[src/rtl/cs_gap_pkg.sv]
package cs_gap_pkg;

    typedef enum logic [1:0] {
        CSG_IDLE   = 2'd0,
        CSG_WAIT   = 2'd1,
        CSG_ACTIVE = 2'd2
    } csg_state_t;

endpackage

[src/rtl/cs_gap_timer.sv]
// Saturating microsecond counter since the last chip-select release,
// plus a flag telling whether any release has been recorded yet.
module cs_gap_timer #(
    parameter int CNT_W = 16
) (
    input  logic             clk,
    input  logic             rst,
    input  logic             restart,
    input  logic             tick,
    output logic [CNT_W-1:0] elapsed,
    output logic             history
);
    localparam logic [CNT_W-1:0] CNT_MAX = {CNT_W{1'b1}};

    logic [CNT_W-1:0] elapsed_q;
    logic             history_q;

    always_ff @(posedge clk) begin
        if (rst) begin
            elapsed_q <= '0;
            history_q <= 1'b0;
        end else if (restart) begin
            elapsed_q <= '0;
            history_q <= 1'b1;
        end else if (tick && (elapsed_q != CNT_MAX)) begin
            elapsed_q <= elapsed_q + 1'b1;
        end
    end

    assign elapsed = elapsed_q;
    assign history = history_q;

    // once at the ceiling the count stays there until restarted
    a_r10_saturate: assert property (@(posedge clk) disable iff (rst)
        (elapsed_q == CNT_MAX && !restart) |=> (elapsed_q == CNT_MAX));

    // a recorded release always leaves the history flag set
    a_r5_history_kept: assert property (@(posedge clk) disable iff (rst)
        history_q |=> history_q);

endmodule

[src/rtl/cs_gap_judge.sv]
// Decides whether the minimum inactive time has been met.
module cs_gap_judge #(
    parameter int CNT_W = 16
) (
    input  logic [CNT_W-1:0] gap,
    input  logic [CNT_W-1:0] elapsed,
    input  logic             history,
    output logic             gap_met
);
    logic gap_off;
    logic waited_enough;

    always_comb begin
        gap_off       = (gap == '0);
        waited_enough = (elapsed >= gap);
        gap_met       = gap_off || !history || waited_enough;
    end

endmodule

[src/rtl/cs_gap_fsm.sv]
// Transaction controller: idle, held request, active chip-select.
module cs_gap_fsm
    import cs_gap_pkg::*;
(
    input  logic clk,
    input  logic rst,
    input  logic begin_req,
    input  logic end_req,
    input  logic gap_met,
    output logic cs_n,
    output logic grant,
    output logic restart
);
    csg_state_t state_q, state_d;
    logic       cs_n_q;
    logic       grant_q;

    // next-state logic
    always_comb begin
        state_d = state_q;
        unique case (state_q)
            CSG_IDLE: begin
                if (begin_req) begin
                    state_d = gap_met ? CSG_ACTIVE : CSG_WAIT;
                end
            end
            CSG_WAIT: begin
                if (gap_met) begin
                    state_d = CSG_ACTIVE;
                end
            end
            CSG_ACTIVE: begin
                if (end_req) begin
                    state_d = CSG_IDLE;
                end
            end
            default: state_d = CSG_IDLE;
        endcase
    end

    // state register
    always_ff @(posedge clk) begin
        if (rst) begin
            state_q <= CSG_IDLE;
        end else begin
            state_q <= state_d;
        end
    end

    // registered outputs
    always_ff @(posedge clk) begin
        if (rst) begin
            cs_n_q  <= 1'b1;
            grant_q <= 1'b0;
        end else begin
            cs_n_q  <= (state_d != CSG_ACTIVE);
            grant_q <= (state_d == CSG_ACTIVE) && (state_q != CSG_ACTIVE);
        end
    end

    assign restart = (state_q == CSG_ACTIVE) && end_req;
    assign cs_n    = cs_n_q;
    assign grant   = grant_q;

    // a held request stays held while the judge says the gap is unmet
    a_r6_wait_held: assert property (@(posedge clk) disable iff (rst)
        (state_q == CSG_WAIT && !gap_met) |=> (state_q == CSG_WAIT && cs_n_q));

    // an open transaction is closed only by an end request
    a_r9_active_held: assert property (@(posedge clk) disable iff (rst)
        (state_q == CSG_ACTIVE && !end_req) |=> (state_q == CSG_ACTIVE));

    // the grant never lasts beyond one cycle
    a_r8_grant_pulse: assert property (@(posedge clk) disable iff (rst)
        grant_q |=> !grant_q);

endmodule

[src/rtl/cs_gap_enforcer.sv]
module cs_gap_enforcer #(
    parameter int GAP_W = 16
) (
    input  logic             clk,
    input  logic             rst,
    input  logic             begin_req,
    input  logic             end_req,
    input  logic [GAP_W-1:0] gap_us,
    input  logic             us_tick,
    output logic             cs_n,
    output logic             grant
);
    logic [GAP_W-1:0] elapsed;
    logic             history;
    logic             gap_met;
    logic             restart;

    cs_gap_timer #(.CNT_W(GAP_W)) u_timer (
        .clk     (clk),
        .rst     (rst),
        .restart (restart),
        .tick    (us_tick),
        .elapsed (elapsed),
        .history (history)
    );

    cs_gap_judge #(.CNT_W(GAP_W)) u_judge (
        .gap     (gap_us),
        .elapsed (elapsed),
        .history (history),
        .gap_met (gap_met)
    );

    cs_gap_fsm u_fsm (
        .clk       (clk),
        .rst       (rst),
        .begin_req (begin_req),
        .end_req   (end_req),
        .gap_met   (gap_met),
        .cs_n      (cs_n),
        .grant     (grant),
        .restart   (restart)
    );

    // the grant coincides with chip-select being low
    a_r8_grant_low: assert property (@(posedge clk) disable iff (rst)
        grant |-> !cs_n);

    // every falling edge of chip-select carries a grant
    a_r2_fall_granted: assert property (@(posedge clk) disable iff (rst)
        $fell(cs_n) |-> grant);

    // an end request while active releases chip-select
    a_r5_end_release: assert property (@(posedge clk) disable iff (rst)
        (!cs_n && end_req) |=> cs_n);

    // with a zero gap a pending or new request is never delayed
    a_r4_zero_gap: assert property (@(posedge clk) disable iff (rst)
        (cs_n && begin_req && gap_us == '0) |=> !cs_n);

endmodule

[config.mk]
export PLATFORM = sky130hd
export DESIGN_NAME = cs_gap_enforcer
export DESIGN_NICKNAME = d
export VERILOG_FILES = /design/src/rtl/cs_gap_pkg.sv /design/src/rtl/cs_gap_timer.sv /design/src/rtl/cs_gap_judge.sv /design/src/rtl/cs_gap_fsm.sv /design/src/rtl/cs_gap_enforcer.sv
export SDC_FILE = /design/constraint.sdc
export NUM_CORES = 1
export LEC_CHECK = 0
export ABC_CLOCK_PERIOD_IN_PS = 3300
export BUFFER_PORTS_ARGS = -buffer_cell sky130_fd_sc_hd__buf_2
export CAP_MARGIN = 10
export CORE_ASPECT_RATIO = 1.1
export CORE_MARGIN = 2
export CORE_UTILIZATION = 35
export DETAILED_ROUTE_END_ITERATION = 10
export REMOVE_ABC_BUFFERS = 1
export SYNTH_ARGS = -nofsm -noshare
export SYNTH_HDL_FRONTEND = slang
export SYNTH_HIERARCHICAL = 1
export SYNTH_SLANG_ARGS = --single-unit
export TNS_END_PERCENT = 20
[constraint.sdc]
create_clock -name clk -period 3.3 [get_ports clk]
set_input_delay 0.495 -clock clk [delete_from_list [all_inputs] [get_ports clk]]
set_output_delay 0.495 -clock clk [all_outputs]
set_load 0.005 [all_outputs]
Yosys cells after proc, flatten, opt, wreduce, memory -nomap -nowiden
Cells that the tools add are included.
- bits in registers: 21
- input port bits: 21
- output and inout bits: 2
- $add $sub $neg: 1
- order comparisons: 1
- equality and inequality tests: 6
- multiplexer cells: 5
- reduce and logical (&&, ||, !) cells: 9
- operator list (cell ; count):
    $add A16 B1 Y16 const B ; 1
    $ge A16 B16 Y1 ; 1
    $logic_not A16 Y1 ; 1
    $ne A16 B16 Y1 const B ; 1
    $mux W2 ; 4
    $pmux W2 S3 ; 1
    $eq A2 B2 Y1 const B ; 2
    $ne A2 B2 Y1 const B ; 2
    $logic_and A1 B1 Y1 ; 3
    $eq A2 B1 Y1 const B ; 1
    $logic_not A2 Y1 ; 1
    $logic_or A1 B1 Y1 ; 2
    $reduce_or A2 Y1 ; 1
    $logic_not A1 Y1 ; 1

Logic depth before layout (Yosys ltp)
Gate-level depths: netlist of run 1.
- depth after elaboration: 8
- mapped depth: 8

Cells and area by module
Netlist of run 1, hierarchy kept.
- by module, submodules not included (module ; times used ; cells an instance ; area an instance (um^2)):
    cs_gap_timer ; 1 ; 101 ; 829.5
    cs_gap_judge ; 1 ; 58 ; 456.7
    cs_gap_fsm ; 1 ; 13 ; 138.9

Worst setup path after synthesis of run 1
OpenSTA, ideal clock, no wires.
- kind: input to register
- start: in gap_us[0]
- end: reg u_fsm.state_q[1]
- arrival: 2009 ps
- data required time: 3185 ps
- setup slack: 1177 ps
- stages on the path: 7
- path through: ha_1 > nand2b_4 > a2111oi_4 > o311ai_1 > or3_1 > nor3b_1 > o21ba_1
- word-level cells in the longest chain between the ends: 6
- elaborated cells between the ends (all ways): 8
- classes of those cells: order compare (1); mux (4); reduce/logical (3)
- ends and longest elaborated chain (element ; line ; text):
    start: declaration ; cs_gap_enforcer.sv:8 ; input logic [GAP_W-1:0] gap_us,
    branches (longest 2 deep; another with $ge A16 B16 Y1) ; n/a ;
    $logic_or A1 B1 Y1 (*) ; cs_gap_judge.sv:16 ; gap_met = gap_off || !history || waited_enough;
    net gap_met ; cs_gap_enforcer.sv:15 ; logic gap_met;
    $mux W2 ; cs_gap_fsm.sv:24 ; state_d = gap_met ? CSG_ACTIVE : CSG_WAIT;
    $mux W2 ; cs_gap_fsm.sv:23 ; if (begin_req) begin
    $pmux W2 S3 (*) ; cs_gap_fsm.sv:21 ; unique case (state_q)
    end signal: assignment ; cs_gap_fsm.sv:46 ; state_q <= state_d;
    end: declaration ; cs_gap_fsm.sv:14 ; csg_state_t state_q, state_d;
Mark *: on every way through the listed nets, which the timed path passes.
A chain may end at the register's enable or synchronous reset.

Final worst setup path of run 1
- start: reg u_timer.elapsed_q[0] (netlist: u_timer/elapsed[0])
- end: reg u_fsm.state_q[1]
- word-level cells in the longest chain between the ends: 5
- elaborated cells between the ends (all ways): 6
- classes of those cells: order compare (1); mux (4); reduce/logical (1)
- ends and longest elaborated chain (element ; line ; text):
    start: declaration ; cs_gap_timer.sv:15 ; logic [CNT_W-1:0] elapsed_q;
    start signal: assignment ; cs_gap_timer.sv:26 ; elapsed_q <= elapsed_q + 1'b1;
    $ge A16 B16 Y1 (*) ; cs_gap_judge.sv:15 ; waited_enough = (elapsed >= gap);
    $logic_or A1 B1 Y1 (*) ; cs_gap_judge.sv:16 ;
    net gap_met ; cs_gap_enforcer.sv:15 ;
    $mux W2 ; cs_gap_fsm.sv:24 ;
    $mux W2 ; cs_gap_fsm.sv:23 ;
    $pmux W2 S3 (*) ; cs_gap_fsm.sv:21 ;
The timed path passes the listed nets; every way through them passes the cells marked *.

==> results of run 1 <==
kinds of logic (layout without fill, tap and decap cells):
logic type               Yosys count  in the layout
AND/OR/NAND/NOR                   70             70
AO/OA/AOI/OAI                     39             39
multiplexers                       1              1
flip-flops                        21             21
adder cells (fa/ha/maj)           17             17
buffers and inverters             22             44
XOR/XNOR                           2              2
worst paths after layout:
| path | start | to | slack [ns] | depth (start not counted) |
|---|---|---|---|---|
| min reg2reg | u_timer/history$_SDFFE_PP0P_ | u_timer/history$_SDFFE_PP0P_ | 0.49 | 2 |
| max reg2reg | u_timer/elapsed[0]$_SDFFE_PP0P_ | u_fsm/state_q[1]$_SDFF_PP0_ | 1.14 | 8 |
| max | u_timer/elapsed[0]$_SDFFE_PP0P_ | u_fsm/state_q[1]$_SDFF_PP0_ | 1.14 | 8 |
| min | rst | u_timer/history$_SDFFE_PP0P_ | 0.47 | 2 |
layer usage:
metal / GRT usage [%] / share of wire, % / vias up
met1: 21.5 / 48 / 611
met3: 3.02 / 7.5 / 4
met4: 4.26 / 1.3 / 0
met5: 0 / 0 / -
li1: - / - / 691
met2: 24.5 / 44 / 42
registers in the layout, indices dropped and copies added (netlist names):
register and cells:
u_timer/elapsed 16, u_fsm/cs_n 1, u_timer/history 1, u_fsm/grant 1, u_fsm/state_q 2
worst register-to-register path: stages (launching register included):
cell and delay [ns]:
dfxtp_1 0.40, inv_1 0.06, ha_1 0.28, nand2b_4 0.14
a2111oi_4 0.34, o311ai_1 0.13, or3_1 0.38, nor3b_1 0.17
o21ba_1 0.17
through the flow:
step	util [%]	hold WS [ns]	worst slack [ns]	power [mW]
after floorplan	-	0.432	1.18	0.314
after global placement	40.3	0.468	1.00	0.342
after detailed placement	40.3	0.464	0.978	0.343
after CTS	41.4	0.464	1.11	0.518
after global routing	41.4	0.468	0.982	0.538
final	41.4	0.473	1.14	0.511
final cells by class:
class | instances | area share [%]
clock buffers | 3 | 2.53
repair buffers | 22 | 6.75
clock inverters | 1 | 0.307
well taps | 52 | 3.99
multi-input cells | 129 | 56.5
flip-flops and latches | 21 | 25.8
inverters | 18 | 4.14
power by group:
group | internal [mW] | total (mW) | switching [mW]
combinational | 0.0346 | 0.0721 | 0.0375
clock | 0.0843 | 0.174 | 0.0895
sequential | 0.260 | 0.265 | 0.00513
cells in the final DEF, fill, tap and decap left out, drive strengths merged, types with 2 or more instances in the layout:
cell type  Yosys  routed
a21o           2       2
o31ai          2       2
clkbuf         3       3
nor2          15      15
nand2         10      10
ha            17      17
nor4           6       6
o311ai         2       2
o41ai          2       2
o21ai          6       6
dfxtp         21      21
or4            3       3
a21oi         11      11
and4           3       3
nor3           3       3
nor3b          2       2
nand4          8       8
a31oi          3       3
a41o           3       3
nand3          7       7
and3           2       2
buf            1      22
inv           18      18
or3            7       7
==> results.txt, run 1 <==
Status = finished clean
DR WL/cell = 13.9 µm
CTS resizes = 0
Layout cells sized above 1 = 17.0%
Final setup fails = 0
Clock buffer depth = 2
Count leader, synth = dfxtp_1
First-pass GRT wire length = 5640 µm
Slew @ Worst Pin = 0.726 ns
Site row count = 24
Peak Freq = 462 MHz
GRT Total Usage = 15.5%
Compound-gate portion of the synthesized area = 20.1%
Number of global-route vias before repair = 1224
Mux cell area share after synthesis = 0.702%
DRC Markers = 0
Diode count = 0
Xor/xnor share of the synthesized area = 1.23%
Crit path buf inv count = 1
Initial antenna violation count = 0
P_leak = 0.731 nW
Leading area contributor after synthesis = dfxtp_1
Starting DRT DRC Count = 86
CP arrival = 2.33 ns
Total gr overflow = 0
Final Cell Area = 1630 µm²
Via count = 1348
Critical path's slowest cell = dfxtp_1
Crit. End Element = register
Num CTS Buffers = 3
Simple logic cell fraction of the synthesized area = 27.7%
Most common flop cell mapped by yosys = dfxtp_1
Port buffer count = 22
Peak supply drop = 0.000183 V
Relative slew slack = 50.9%
Post-synthesis instance total = 172
Power per Cell Area = 313 nW/µm²
Routed Antenna Nets = 0
Net count, final = 233
Max-capacitance violation count = 0
Area of the multi-input gates = 921 µm²
H-tree depth = 1
Starting Density = 36.2%
Startpoint types = register
Syn Area/Cell = 8.29 µm²
Async S/R FF share, synth = 0%
Placed instance area = 1580 µm²
Mapped Area = 1430 µm²
CTS root buf = clkbuf_8
CP top delay family = simple AND/OR/NAND/NOR gates
Yosys warns = 6
Main combinational cell family by area after synthesis = simple AND/OR/NAND/NOR gates
Core Box Area = 3930 µm²
Fillers = 417
Post-synth top cells = 21 x dfxtp_1, 18 x inv_1, 17 x ha_1
Routed WL = 3430 µm
Area grow syn2layout = 14.4%
Sequential fraction of the synthesis area = 29.5%
Synth top area cells = dfxtp_1 29%, ha_1 15%, inv_1 4.7%
RSZ-0062 raised after global routing = false
Skew final = 0.0101 ns
Largest net degree at the start of global routing = 16
Clk sinks = 21
CTS hold repair buffers = 0
CP Class = register to register
CTS tree = built
Netlist cell types = 43
Post CTS Setup Buffer Count = 0
Layout Cells excl Fill = 246
Total negative slack = 0 ns
Hold crit path type = primary input to register
Clock latency at the later pin of the worst-skew pair = 0.27 ns
Vias per cell = 5.48
Post-synth top area share = 29.5%
Number of enable flip-flop cells after synthesis = 0
Required time of the critical path = 3.47 ns
First-pass detailed-route iteration total = 4
Final RePlAce weighted congestion = 0.787
Final HPWL DP = 2690 µm
Final critical-path required period = 2.16 ns
Peak fanout along the critical path = 4
Reg clk slew, reported paths = 0.09 ns
Fin. Hold Viols = 0
Critical Path Max Stage Delay = 0.40 ns
Post-Synth Adder-Cell Area = 14.9%
I/O pins = 23
Max-slew violation count = 0
Seq. cell area = 420 µm²
Die extent in x = 64.8 µm
DP Cell Count = 242
Final Cycle Share = 65.5%
#FFs+latches synth = 21
Die height = 70.9 µm
Die area = 4600 µm²
Critical path cell sequence = inv_1 -> ha_1 -> nand2b_4 -> a2111oi_4 -> o311ai_1 -> or3_1 -> nor3b_1 -> o21ba_1
No activity file was read; power rests on OpenSTA's default activity.
==> inputs of run 2 (changes only) <==
--- a/config.mk
+++ b/config.mk
@@ -5,7 +5,8 @@
 export SDC_FILE = /design/constraint.sdc
 export NUM_CORES = 1
 export LEC_CHECK = 0
-export ABC_CLOCK_PERIOD_IN_PS = 3300
+export ABC_AREA = 1
+export ABC_CLOCK_PERIOD_IN_PS = 2110
 export BUFFER_PORTS_ARGS = -buffer_cell sky130_fd_sc_hd__buf_2
 export CAP_MARGIN = 10
 export CORE_ASPECT_RATIO = 1.1
==> constraint.sdc (replaced) <==
create_clock -name clk -period 2.11 [get_ports clk]
set_input_delay 0.3165 -clock clk [delete_from_list [all_inputs] [get_ports clk]]
set_output_delay 0.3165 -clock clk [all_outputs]
set_load 0.005 [all_outputs]
==> run 2 against run 1 <==
Combinational power grew 69%; final cell count grew 42%; setup slack lost 0.64 ns; global-route usage shrank 0.41 points; largest power group unchanged; critical path depth grew 7.
==> results.txt, run 2 <==
Status = finished clean
First-pass GRT wire length = 6400 µm
Final HPWL DP = 2910 µm
R2R depth = 15
Routed WL = 3550 µm
#FFs+latches synth = 21
Sequential fraction of the synthesis area = 25.8%
Netlist cell types = 20
Fillers = 525
CP arrival = 1.77 ns
Most frequent cells in the layout = 74 x nand2_1, 62 x nor2_1, 43 x inv_1
Leading area contributor after synthesis = dfxtp_1
Starting Density = 35.8%
Total gr overflow = 0
Peak fanout along the critical path = 5
Layout cells sized above 1 = 11.2%
Die extent in x = 69.1 µm
Number of global-route vias before repair = 1487
Async S/R FF share, synth = 0%
Final critical-path required period = 1.61 ns
Mapped Area = 1630 µm²
Required time of the critical path = 2.27 ns
Post CTS Setup Buffer Count = 0
Most common flop cell mapped by yosys = dfxtp_1
R2r setup slk = 0.50 ns
Sw power = 216 µW
Post-synth top area share = 25.8%
DR WL/cell = 10.1 µm
DRC Markers = 0
WHS Endpoint = u_timer/history$_SDFFE_PP0P_
Final Cycle Share = 76.4%
Seq. cell area = 420 µm²
Switching share of power = 26.7%
Die area = 5220 µm²
CTS root buf = clkbuf_8
Yosys warns = 6
Crit. End Element = register
Clock share of power = 33.7%
Largest net degree at the start of global routing = 27
Crit Reg-Reg Startpoint = u_timer/elapsed[0]$_SDFFE_PP0P_
Clk sinks = 21
Critical Path Max Stage Delay = 0.41 ns
Skew final = 0.00527 ns
Number of enable flip-flop cells after synthesis = 0
Port buffer count = 22
Site row count = 26
I/O pins = 23
Total negative slack = 0 ns
Core Box Area = 4550 µm²
Power Total = 808 µW
P_leak = 0.945 nW
Peak supply drop = 0.000208 V
Clock buffer depth = 2
Via count = 1590
Most common cell after layout, fill and taps aside = nand2_1
Critical path's slowest cell = dfxtp_1
Die height = 75.6 µm
CP Class = register to register
Reg clk slew, reported paths = 0.08 ns
Num CTS Buffers = 3
First-pass detailed-route iteration total = 4
Initial antenna violation count = 0
Internal power = 592 µW
CTS resizes = 0
Synth top area cells = dfxtp_1 26%, nand2_1 17%, nor2_1 14%
Crit-path most repeated cell = nand2_1
CTS hold repair buffers = 0
Syn Area/Cell = 6.04 µm²
Hold slack = 0.270 ns
H-tree depth = 1
Hold path cells = 2
Flop pwr share = 51.3%
Post-synthesis instance total = 270
Critical path cell sequence = inv_1 -> ha_1 -> nand2_1 -> nor2_1 -> nor2_1 -> nand2_1 -> nand2_1 -> nand2_1 -> nand2_1 -> nand2_1 -> inv_1 -> nand2_1 -> nand2_1 -> inv_1 -> nand2_1
GRT Total Usage = 15.1%
Vias per cell = 4.54
Count leader, synth = nand2_1
Final Util = 40.5%
Net count, final = 333
Worst r2r dst = u_fsm/cs_n$_SDFF_PP1_
Fin. Hold Viols = 0
Max-slew violation count = 0
Combinational share of power = 15.0%
Power per Cell Area = 438 nW/µm²
Diode count = 0
Final RePlAce weighted congestion = 0.832
Max-capacitance violation count = 0
Area of the multi-input gates = 1030 µm²
Post-synth top cells = 74 x nand2_1, 62 x nor2_1, 43 x inv_1
Hold path start = rst
Routed Antenna Nets = 0
Area grow syn2layout = 13.0%
RSZ-0062 raised after global routing = false
Largest register FFs = 16
Starting DRT DRC Count = 50
CTS tree = built
Peak Freq = 620 MHz
Slew @ Worst Pin = 0.365 ns
Relative slew slack = 75.6%
Final setup fails = 0
Hold crit path type = primary input to register
Startpoint types = register
Clock latency at the later pin of the worst-skew pair = 0.26 ns
==> run 2: metrics by stage <==
stage	cells	setup WS (ns)	area, µm²
floorplan	267	0.716	1610
global placement	346	0.489	1800
detailed placement	346	0.478	1800
CTS	350	0.487	1840
global route	350	0.255	1840
finish	350	0.498	1840
==> run 2: cell families after synthesis <==
kind of cell             Yosys count  share of synthesized area, %
flip-flops                        21                          25.8
AND/OR/NAND/NOR                  168                          44.2
AO/OA/AOI/OAI                     18                          5.83
adder cells (fa/ha/maj)           17                          13.0
buffers and inverters             46                          11.1
==> run 2: cell type report <==
cell class / instances / area share [%]
Sequential cell: 21 / 22.8
Inverter: 43 / 8.75
Timing Repair Buffer: 23 / 6.38
Tap cell: 56 / 3.80
Clock buffer: 4 / 2.44
Multi-Input combinational cell: 203 / 55.8
==> run 2: power by group through the flow <==
stage          clock, mW  sequential [mW]  combinational (mW)
4_1_cts            0.287            0.415               0.123
6_report           0.272            0.415               0.122
3_3_place_gp           0            0.424               0.122
3_5_place_dp           0            0.424               0.122
5_1_grt            0.300            0.416               0.145
2_1_floorplan          0            0.423              0.0749
==> run 2: critical path, delay by kind of cell (launching register included) <==
family	cells	cell delay (ns)
adders and majority gates	1	0.27
and+or+nand+nor	11	0.66
buffers and inverters	3	0.16
DFF	1	0.41
==> run 2: layer usage <==
metal | vias to the layer above | GRT usage, % | wire (µm)
li1 | 881 | - | -
met1 | 686 | 19.6 | 1820
met2 | 19 | 26.3 | 1580
met3 | 4 | 2.12 | 82
met4 | 0 | 4.79 | 68
met5 | - | 0 | 0
==> run 2: worst max-delay path by stage <==
stage	startpoint	endpoint	slack (ns)
after global routing	u_timer/elapsed[3]$_SDFFE_PP0P_	u_fsm/state_q[1]$_SDFF_PP0_	0.25
after CTS	u_timer/elapsed[0]$_SDFFE_PP0P_	u_fsm/cs_n$_SDFF_PP1_	0.49
after detailed placement	gap_us[3]	u_fsm/cs_n$_SDFF_PP1_	0.48
after floorplan	u_timer/elapsed[0]$_SDFFE_PP0P_	u_fsm/cs_n$_SDFF_PP1_	0.72
after global placement	gap_us[3]	u_fsm/cs_n$_SDFF_PP1_	0.49
final	u_timer/elapsed[0]$_SDFFE_PP0P_	u_fsm/cs_n$_SDFF_PP1_	0.50
==> inputs of run 3 (changes only) <==
--- a/config.mk
+++ b/config.mk
@@ -5,8 +5,8 @@
 export SDC_FILE = /design/constraint.sdc
 export NUM_CORES = 1
 export LEC_CHECK = 0
-export ABC_AREA = 1
-export ABC_CLOCK_PERIOD_IN_PS = 2110
+export ABC_AREA = 0
+export ABC_CLOCK_PERIOD_IN_PS = 1330
 export BUFFER_PORTS_ARGS = -buffer_cell sky130_fd_sc_hd__buf_2
 export CAP_MARGIN = 10
 export CORE_ASPECT_RATIO = 1.1
==> constraint.sdc (replaced) <==
create_clock -name clk -period 1.33 [get_ports clk]
set_input_delay 0.1995 -clock clk [delete_from_list [all_inputs] [get_ports clk]]
set_output_delay 0.1995 -clock clk [all_outputs]
set_load 0.005 [all_outputs]
==> run 3 against run 2 <==
The flow now finishes with violations (negative setup slack); critical path type unchanged; fmax down 17%; first-iteration DRC count down 20%; largest cell class unchanged; cell area rose by 21%; highest routed layer unchanged; critical endpoint is now u_fsm/grant$_SDFF_PP0_; final cell count is 17% lower; largest power group unchanged; sequential power up 57%; clock power increased by 54%; die area shrank 12%; global-route usage increased by 3.1 points.
==> results.txt, run 3 (synthesized netlist as in run 1, its figures left out) <==
Status = complete, but fails checks
Failing checks = negative setup slack
Crit. End Element = register
Clk sinks = 21
Fillers = 367
Most frequent cells in the layout = 40 x buf_4, 22 x buf_2, 17 x inv_1
Final worst slack = -0.609 ns
Clock latency at the later pin of the worst-skew pair = 0.26 ns
Die extent in x = 64.8 µm
I/O pins = 23
Largest net degree at the start of global routing = 12
Slew @ Worst Pin = 0.367 ns
Core Box Area = 3930 µm²
Area grow syn2layout = 56.8%
CP arrival = 2.08 ns
Port buffer count = 22
Initial antenna violation count = 0
Peak supply drop = 0.000360 V
CTS hold repair buffers = 0
DRC Markers = 0
Fin. Hold Viols = 0
First-pass detailed-route iteration total = 4
Site row count = 24
Startpoint types = register
Total negative slack = -6.97 ns
Skew final = 0.00544 ns
Num CTS Buffers = 3
Required time of the critical path = 1.47 ns
RSZ-0062 raised after global routing = true
Vias per cell = 5.34
CTS tree = built
Routed WL = 3970 µm
Final HPWL DP = 3000 µm
Diode count = 0
Peak Freq = 516 MHz
Starting DRT DRC Count = 40
Worst slack at placement = -0.749 ns
Largest register FFs = 16
Final critical-path required period = 1.94 ns
Max-slew violation count = 0
Peak fanout along the critical path = 3
CTS root buf = clkbuf_8
Die area = 4600 µm²
Final RePlAce weighted congestion = 0.843
Max-capacitance violation count = 0
Via count = 1554
Hold crit path type = primary input to register
R2r setup slk = -0.61 ns
Die height = 70.9 µm
Relative slew slack = 75.5%
H-tree depth = 1
Power per Cell Area = 597 nW/µm²
Most common cell after layout, fill and taps aside = buf_4
Layout cells sized above 1 = 48.1%
Clock buffer depth = 2
First-pass GRT wire length = 6620 µm
Starting Density = 36.2%
Net count, final = 278
DR WL/cell = 13.6 µm
P_leak = 1.01 nW
GRT Total Usage = 18.2%
CP Class = register to register
Total gr overflow = 0
Number of global-route vias before repair = 1495
Routed Antenna Nets = 0
Reg clk slew, reported paths = 0.08 ns
Final Cycle Share = 146%
Final setup fails = 20
run 3: changes by cell type in the layout (fill, tap and decap cells not counted), sizes merged, moves of 4 or more:
cell and delta:
buf +44, o21ai +5, inv -25, or3 +7, a21oi -4, nor2 -52
nand3 -12, nand4 +5, nand2 -65, nor4 +6
run 3: report_power, final:
part | switching (mW) | internal, mW | total (mW)
clock network | 0.206 | 0.213 | 0.420
registers | 0.00750 | 0.643 | 0.651
logic | 0.123 | 0.142 | 0.264
run 3: routing by layer:
metal | up-vias | track usage (%) | share of wire (%)
met3 | 6 | 2.54 | 5.5
met1 | 726 | 23.9 | 44
met2 | 40 | 30.8 | 49
met4 | 0 | 5.20 | 1.4
li1 | 782 | - | -
met5 | - | 0 | 0
run 3: what timing repair did:
action                                  CTS  global route
pin swaps                                15            15
setup buffers                             1             0
endpoints found under the setup margin   20            20
resized for setup                        27            23
run 3: final timing paths:
| path | from | end | cells past startpoint |
|---|---|---|---|
| max | u_timer/elapsed[7]$_SDFFE_PP0P_ | u_fsm/grant$_SDFF_PP0_ | 6 |
| min reg2reg | u_timer/history$_SDFFE_PP0P_ | u_timer/history$_SDFFE_PP0P_ | 2 |
| min | rst | u_timer/history$_SDFFE_PP0P_ | 2 |
| max reg2reg | u_timer/elapsed[7]$_SDFFE_PP0P_ | u_fsm/grant$_SDFF_PP0_ | 6 |
run 3: layout make-up:
| class | instances | area, µm² | area share [%] |
|---|---|---|---|
| multi-input combinational | 129 | 1150 | 51.6 |
| timing repair buffer | 67 | 467 | 20.9 |
| clock buffer | 4 | 45.0 | 2.02 |
| tap | 52 | 65.1 | 2.91 |
| inverter | 18 | 67.6 | 3.02 |
| sequential | 21 | 438 | 19.6 |
run 3: per-stage QoR:
stage / instances / power, mW / util (%) / instance area, µm² / hold WS (ns)
after global routing: 291 / 1.42 / 56.8 / 2230 / 0.197
after detailed placement: 286 / 0.893 / 48.7 / 1910 / 0.461
after CTS: 291 / 1.34 / 53.5 / 2100 / 0.184
after floorplan: 168 / 0.778 / - / 1410 / 0.272
after global placement: 286 / 0.891 / 48.7 / 1910 / 0.442
final: 291 / 1.33 / 56.8 / 2230 / 0.186
run 3: critical path, stage by stage (launching register included):
cell,delay (ns)
dfxtp_2,0.35
ha_4,0.27
nand4_1,0.12
or3_1,0.38
o311ai_1,0.25
or3_1,0.17
nor4b_1,0.28
